$ cat src/rtl/asl_pkg.sv
package asl_pkg;
   typedef enum logic [2:0] {
      OP_HOLD   = 3'd0,
      OP_DIVERT = 3'd1,
      OP_RETURN = 3'd2,
      OP_START  = 3'd3,
      OP_STOP   = 3'd4,
      OP_ADV    = 3'd5
   } seq_op_e;
endpackage

$ cat src/rtl/asl_ctrl.sv
module asl_ctrl
   import asl_pkg::*;
(
   input  logic    clk,
   input  logic    rst_n,
   input  logic    host_req,
   input  logic    msg_done,
   input  logic    ret_dec,
   input  logic    start_dec,
   input  logic    ptr_adv,
   input  logic    list_end,
   output seq_op_e op,
   output logic    busy_q,
   output logic    div_q,
   output logic    pend_q,
   output logic    err_q
);
   logic idle_ret_q;
   logic pend_eff;
   logic can_switch;

   assign pend_eff   = pend_q | host_req;
   assign can_switch = pend_eff & ~div_q & (~busy_q | msg_done);

   always_comb begin
      if (ret_dec && div_q)                   op = OP_RETURN;
      else if (can_switch)                    op = OP_DIVERT;
      else if (start_dec && !div_q)           op = OP_START;
      else if (list_end && busy_q && !div_q)  op = OP_STOP;
      else if (ptr_adv && busy_q)             op = OP_ADV;
      else                                    op = OP_HOLD;
   end

   always_ff @(posedge clk) begin
      if (!rst_n) begin
         busy_q     <= 1'b0;
         div_q      <= 1'b0;
         pend_q     <= 1'b0;
         err_q      <= 1'b0;
         idle_ret_q <= 1'b0;
      end else begin
         pend_q <= (op == OP_DIVERT) ? 1'b0 : pend_eff;
         if (ret_dec && !div_q) err_q <= 1'b1;
         unique case (op)
            OP_DIVERT: begin
               div_q      <= 1'b1;
               busy_q     <= 1'b1;
               idle_ret_q <= ~busy_q;
            end
            OP_RETURN: begin
               div_q  <= 1'b0;
               busy_q <= ~idle_ret_q;
            end
            OP_START: busy_q <= 1'b1;
            OP_STOP:  busy_q <= 1'b0;
            default: ;
         endcase
      end
   end
endmodule

$ cat src/rtl/asl_stack.sv
module asl_stack #(
   parameter int PTR_W = 16
) (
   input  logic             clk,
   input  logic             rst_n,
   input  logic             push,
   input  logic [PTR_W-1:0] push_val,
   output logic [PTR_W-1:0] top_val
);
   always_ff @(posedge clk) begin
      if (!rst_n)    top_val <= '0;
      else if (push) top_val <= push_val;
   end
endmodule

$ cat src/rtl/asl_ptr.sv
module asl_ptr
   import asl_pkg::*;
#(
   parameter int PTR_W    = 16,
   parameter int ADV_STEP = 1
) (
   input  logic             clk,
   input  logic             rst_n,
   input  seq_op_e          op,
   input  logic [PTR_W-1:0] async_base,
   input  logic [PTR_W-1:0] saved_ptr,
   input  logic [PTR_W-1:0] start_ptr,
   output logic [PTR_W-1:0] ptr_q
);
   localparam logic [PTR_W-1:0] STEP_V = PTR_W'(ADV_STEP);
   logic [PTR_W-1:0] ptr_next_seq;

   generate
      if (ADV_STEP == 1) begin : g_inc
         assign ptr_next_seq = ptr_q + 1'b1;
      end else begin : g_add
         assign ptr_next_seq = ptr_q + STEP_V;
      end
   endgenerate

   always_ff @(posedge clk) begin
      if (!rst_n) ptr_q <= '0;
      else begin
         unique case (op)
            OP_DIVERT: ptr_q <= async_base;
            OP_RETURN: ptr_q <= saved_ptr;
            OP_START:  ptr_q <= start_ptr;
            OP_ADV:    ptr_q <= ptr_next_seq;
            default: ;
         endcase
      end
   end
endmodule

$ cat src/rtl/asl_seq.sv
module asl_seq
   import asl_pkg::*;
#(
   parameter int PTR_W    = 16,
   parameter int ADV_STEP = 1
) (
   input  logic             clk,
   input  logic             rst_n,
   input  logic             host_req,
   input  logic [PTR_W-1:0] async_base,
   input  logic             msg_done,
   input  logic             ret_dec,
   input  logic             start_dec,
   input  logic [PTR_W-1:0] start_ptr,
   input  logic             ptr_adv,
   input  logic             list_end,
   output logic [PTR_W-1:0] list_ptr,
   output logic             busy,
   output logic             diverted,
   output logic             pending,
   output logic             start_en,
   output logic             async_en,
   output logic             ret_err
);
   initial begin
      assert (PTR_W >= 2 && PTR_W <= 32)
         else $error("asl_seq: PTR_W out of range");
      assert (ADV_STEP >= 1 && ADV_STEP < (1 << PTR_W))
         else $error("asl_seq: ADV_STEP out of range");
   end

   seq_op_e          op;
   logic [PTR_W-1:0] stack_q;

   asl_ctrl u_ctrl (
      .clk(clk), .rst_n(rst_n), .host_req(host_req), .msg_done(msg_done),
      .ret_dec(ret_dec), .start_dec(start_dec), .ptr_adv(ptr_adv),
      .list_end(list_end), .op(op), .busy_q(busy), .div_q(diverted),
      .pend_q(pending), .err_q(ret_err)
   );

   asl_stack #(.PTR_W(PTR_W)) u_stack (
      .clk(clk), .rst_n(rst_n), .push(op == OP_DIVERT),
      .push_val(list_ptr), .top_val(stack_q)
   );

   asl_ptr #(.PTR_W(PTR_W), .ADV_STEP(ADV_STEP)) u_ptr (
      .clk(clk), .rst_n(rst_n), .op(op), .async_base(async_base),
      .saved_ptr(stack_q), .start_ptr(start_ptr), .ptr_q(list_ptr)
   );

   assign start_en = ~diverted;
   assign async_en = ~diverted;
endmodule

$ cat config.mk
export PLATFORM = sky130hd
export DESIGN_NAME = asl_seq
export DESIGN_NICKNAME = d
export VERILOG_FILES = /design/src/rtl/asl_pkg.sv /design/src/rtl/asl_ctrl.sv /design/src/rtl/asl_stack.sv /design/src/rtl/asl_ptr.sv /design/src/rtl/asl_seq.sv
export SDC_FILE = /design/constraint.sdc
export NUM_CORES = 1
export LEC_CHECK = 0
export BUFFER_PORTS_ARGS = -buffer_cell sky130_fd_sc_hd__buf_4
export CORE_UTILIZATION = 56
export CTS_CLUSTER_DIAMETER = 40
export DETAILED_ROUTE_END_ITERATION = 16
export PLACE_DENSITY = 0.94
export SYNTH_ARGS = -nofsm -noshare
export SYNTH_HDL_FRONTEND = slang
export SYNTH_SLANG_ARGS = --single-unit
export TNS_END_PERCENT = 20
$ cat constraint.sdc
create_clock -name clk -period 3.65 [get_ports clk]
set_clock_uncertainty 0.05 [all_clocks]
set_input_delay 0.365 -clock clk [delete_from_list [all_inputs] [get_ports clk]]
set_output_delay 0.365 -clock clk [all_outputs]
set_load 0.1 [all_outputs]
---- Word level (Yosys, flattened, before mapping) ----
Index checks and enable logic that the tools add are counted.
storage, ports and cells
  flip-flop bits (word level) ............. 37
  input port bits ......................... 40
  output and inout bits ................... 22
  logic and storage cells ................. 41
operators by class
  $add $sub $neg .......................... 1
  equal/unequal tests ..................... 5
  bitwise operators ....................... 8
  mux-type cells .......................... 8
  reduce and logical (&&, ||, !) cells .... 12
operators with widths
  cell                     number
  $pmux W16 S4             1
  $add A16 B1 Y16 const B  1
  $mux W3                  5
  $eq A3 B2 Y1 const B     2
  $eq A3 B3 Y1 const B     2
  $logic_and A1 B1 Y1      6
  $not A1 Y1               4
  $reduce_bool A4 Y1       1
  $reduce_or A2 Y1         2
  $eq A3 B1 Y1 const B     1
  $pmux W1 S3              1
  $reduce_bool A3 Y1       1
  $and A1 B1 Y1            2
  $or A1 B1 Y1             2
  $pmux W1 S2              1
  $reduce_bool A2 Y1       1
  $logic_not A1 Y1         1

---- Logic depth before layout (Yosys ltp) ----
  depth in word-level cells ............... 9
  depth in mapped cells ................... 8

---- Modules after synthesis ----
From an unflattened synthesis, not the netlist that was laid out.
second synthesis, totals
  cell total of the unflattened synthesis .. 260
  area, all modules ....................... 2354.8 um^2
by module, submodules not included
  module     cells each  times used  area each (um^2)
  asl_ptr    175         1           1411.4
  asl_stack  51          1           615.6
  asl_ctrl   31          1           304.0
  asl_seq    3           1           23.8

---- Worst setup path after synthesis ----
OpenSTA, ideal clock, no wires.
  path kind ............................... register to register
  start ................................... register u_ctrl.div_q
  end ..................................... register u_ptr.ptr_q[5]
  stages on the path, launching flop included .. 7
  arrival ................................. 2.969 ns
  slack ................................... 0.507 ns
  period minus slack after synthesis ...... 3.143 ns
  library setup time ...................... 0.124 ns
  path through ............................ dfxtp_1 -> buf_4 -> clkinv_1 -> nor2_1 -> nor2_4 -> a221oi_1 -> o22ai_1
between the ends
  elaborated cells on any way between the ends .. 17
  those cells by class .................... 4 x eq/ne; 5 x mux; 3 x bitwise; 5 x reduce/logical
RTL lines
  element                                             line            RTL
  start, declared                                     asl_ctrl.sv:14  output logic div_q,
  start signal, assigned                              asl_ctrl.sv:37  div_q <= 1'b0;
  start signal, assigned                              asl_ctrl.sv:46  div_q <= 1'b1;
  start signal, assigned                              asl_ctrl.sv:51  div_q <= 1'b0;
  $not A1 Y1 (*)                                      n/a
  via async_en                                        asl_seq.sv:22   output logic async_en,
  $and A1 B1 Y1 (*) (2 in series)                     asl_ctrl.sv:23  assign can_switch = pend_eff & ~div_q & (~busy_q | msg_done);
  $mux W3 (*)                                         asl_ctrl.sv:27  else if (can_switch) op = OP_DIVERT;
  $mux W3 (*)                                         asl_ctrl.sv:26  if (ret_dec && div_q) op = OP_RETURN;
  $eq A3 B3 Y1, or another cell as far along          asl_ptr.sv:29   unique case (op)
  $pmux W16 S4 or $reduce_bool A4 Y1 (tied branches)  n/a
  end signal, assigned                                asl_ptr.sv:30   OP_DIVERT: ptr_q <= async_base;
  end signal, assigned                                asl_ptr.sv:31   OP_RETURN: ptr_q <= saved_ptr;
  end signal, assigned                                asl_ptr.sv:32   OP_START: ptr_q <= start_ptr;
  end, declared                                       asl_ptr.sv:13   output logic [PTR_W-1:0] ptr_q
Mark *: on every way through the listed nets, which the timed path passes. The rest lies on a longest branch.
A chain may end at the register's enable or synchronous reset.

---- Worst setup path in the final report ----
  start ................................... register u_ctrl.busy_q
  end ..................................... register u_ptr.ptr_q[4]
between the ends
  word-level cells in the longest chain between the ends .. 8
  elaborated cells on any way between the ends .. 17
  those cells by class .................... 4 x eq/ne; 6 x mux; 3 x bitwise; 4 x reduce/logical
ends and longest elaborated chain
  element                                             line                            RTL
  start, declared                                     asl_ctrl.sv:13                  output logic busy_q,
  start signal, assigned                              asl_ctrl.sv:52                  busy_q <= ~idle_ret_q;
  $logic_and A1 B1 Y1, on equally long branches       asl_ctrl.sv:30, asl_ctrl.sv:29
  $mux W3 or $logic_and A1 B1 Y1 (tied branches)      asl_ctrl.sv:30, asl_ctrl.sv:29
  $mux W3                                             asl_ctrl.sv:29                  else if (list_end && busy_q && !div_q) op = OP_STOP;
  $mux W3                                             asl_ctrl.sv:28                  else if (start_dec && !div_q) op = OP_START;
  $mux W3 (*)                                         asl_ctrl.sv:27
  $mux W3 (*)                                         asl_ctrl.sv:26
  $eq A3 B3 Y1, or another cell as far along          asl_ptr.sv:29
  $pmux W16 S4 or $reduce_bool A4 Y1 (tied branches)  n/a
Every way passes the cells marked *; elsewhere a longest branch is shown, timed or not.

==> run summary <==
Routed WL per cell - 17.2 um
Most frequent cells in the layout - buf_4 (62), nand2_1 (58), dfxtp_1 (37), a21boi_0 (16), a21oi_1 (14)
Yosys top cell area share - 0.329
Final period util - 0.639
Post-Synthesis Cell Area - 2250 um2
Total number of vias - 2429
Sw frac - 0.431
Hpwl dp - 4470 um
Vias in the first global route - 2247
Hold path start - list_end
DRT Pass-1 Iters - 5
Reg clk slew, reported paths - 0.07 ns
Hold path cells - 2
Slew headroom - 0.313
Syn Area/Cell - 8.05 um2
Sequential share of power - 0.388
P&R area growth vs syn - 22.9%
Non-filler cells, final - 379
Vias/cell - 6.41
Reg2Reg Depth - 5
GRT overflow - 0
Switching power summed over all nets - 0.555 mW
Seq/Total Area, Yosys - 0.329
Main synth FF type - dfxtp_1
Post-layout util - 0.735
Hold-fix buffers, CTS - 0
Clock Power Share - 0.225
First-pass GRT wire length - 10600 um
RSZ-0062 raised after global routing - false
Placed cells - 372
Design Power - 1.29 mW
Cells after Synth - 280
Crit-path max cell delay - 0.79 ns
CP Data Required Time - 3.82 ns
Worst slew pin tran - 1.03 ns
Clock Path Buffers - 2
RR Endpoint - u_ptr.ptr_q[4]
Port Buffers - 61
Vert. Die Dim - 65.5 um
Initial DRC count - 208
Crit-path cells - nor2b_4 > o21ai_4 > o22ai_1 > a2111oi_0 > nor3_1
Drt drc - 0
Max IR drop VDD - 0.260 mV
Worst R2R Start - u_ctrl.busy_q
Asr flop ratio synth - 0
Arr. time, crit path - 2.50 ns
Root Driver - clkbuf_8
CTS Buf Count - 5
R2R setup slack - 1.32 ns
Fill count - 314
Synth unique cells - 56
TritonCTS clock tree - done
Total number of H-tree levels - 2
Total core area - 3770 um2
Post CTS Setup Buffer Count - 0
Fmax - 429 MHz
Status - complete, no violations
Final Slew Violations - 0
Syn Nets - 321
Antenna violations before repair - 0
I/O pin cnt - 62
Final Cell Area - 2770 um2
All-Layer GR Usage - 0.324
Synth warnings - 0
Pwr/cell area - 464 nW/um2
Share of layout cells above drive strength 1 - 0.245
Worst setup EP type - flip-flop
Largest net degree at the start of global routing - 39
Clk_lat worst skew - 0.29 ns
Finish-stage setup viols - 0
Pleak - 1.06 nW
Die ar. - 4280 um2
Final wirelength - 6510 um
Critical-path top delay cell - o22ai_1
Die W - 65.5 um
Hold crit path type - in2reg
Synth area leaders - dfxtp_1 (33%), nand2_1 (9.7%), a21boi_0 (5.3%)
Fin Setup TNS - 0 ns
Crit-path max FO - 12
Post-CTS Resized - 0
Total internal power - 0.732 mW
Max Cap Viol - 0
Post-synth top area cell - dfxtp_1
Initial core utilization - 0.598
Worst setup SP type - flip-flop
Dpl cell area - 2680 um2
Ant diodes - 0
Row count - 22
Min-Delay Endpoint - u_ctrl.busy_q
Minimum clock period - 2.33 ns
CTS Sinks - 37
Logic pwr share - 0.388
EDFF count, synth - 0
Post-route ant nets - 0
Post-synthesis register bit count - 37
GP Congestion - 0.898
Final hold violations - 0
Most common cell after layout, fill and taps aside - buf_4
WS Path Type - reg2reg
Layout Nets - 372
metal layers:
layer / GRT usage / share of wire / up-vias
met2: 0.534 / 0.47 / 132
met1: 0.421 / 0.43 / 1127
li1: - / - / 1155
met3: 0.0503 / 0.073 / 15
met5: 0 / 0 / -
met4: 0.128 / 0.026 / 0
registers in the layout, summed over array words and instances (netlist names):
name / flops
u_ctrl.err_q: 1
u_stack.top_val: 16
u_ctrl.idle_ret_q: 1
u_ctrl.div_q: 1
u_ctrl.pend_q: 1
u_ctrl.busy_q: 1
u_ptr.ptr_q: 16
area by class of cell:
cell class	count	area, um2	area share
clock buffers	7	86.3	0.0312
flip-flops and latches	37	741	0.267
multi-input cells	217	1390	0.501
inverters	8	30.0	0.0108
well taps	48	60.1	0.0217
repair buffers	62	465	0.168
per-stage QoR:
stage / setup WS [ns] / hold slack [ns]
after detailed placement: 1.37 / 0.395
final: 1.32 / 0.253
after floorplan: 0.507 / 0.385
after global placement: 1.51 / 0.391
after CTS: 1.36 / 0.248
after global routing: 1.18 / 0.272
cell usage after synthesis, types with 7 or more instances:
library cell	n
a2111oi_0	7
a21boi_0	16
a21oi_1	14
a22o_1	8
buf_2	8
dfxtp_1	37
inv_1	7
nand2_1	58
nand3_1	7
o21ai_0	7
o22ai_1	9
power groups by stage:
stage	combinational (mW)	clock (mW)	sequential, mW
3_5_place_dp	0.494	0	0.506
4_1_cts	0.496	0.288	0.497
2_1_floorplan	0.199	0	0.675
5_1_grt	0.524	0.309	0.505
6_report	0.499	0.289	0.499
3_3_place_gp	0.487	0	0.503
worst max-delay path, delay by kind of cell (launching register included):
family / cells / cell delay [ns]
compound gates: 3 / 1.11
simple gates: 2 / 0.62
flops: 1 / 0.48
worst max-delay path by stage:
stage | startpoint | end | slack [ns]
final | u_ctrl.busy_q | u_ptr.ptr_q[4] | 1.32
after global routing | u_ctrl.busy_q | u_ptr.ptr_q[4] | 1.18
after CTS | u_ctrl.busy_q | u_ptr.ptr_q[4] | 1.36
after floorplan | u_ctrl.div_q | u_ptr.ptr_q[5] | 0.51
after detailed placement | u_ctrl.busy_q | u_ptr.ptr_q[4] | 1.37
after global placement | u_ctrl.busy_q | u_ptr.ptr_q[3] | 1.51
logic make-up after synthesis:
group	Yosys count	share of synthesized area
flip-flops	37	0.329
AO/OA/AOI/OAI	104	0.354
buffers and inverters	26	0.0560
XOR/XNOR	2	0.00777
AND/OR/NAND/NOR	110	0.249
adder cells (fa/ha/maj)	1	0.00555
Power figures use the tool's default switching activity.
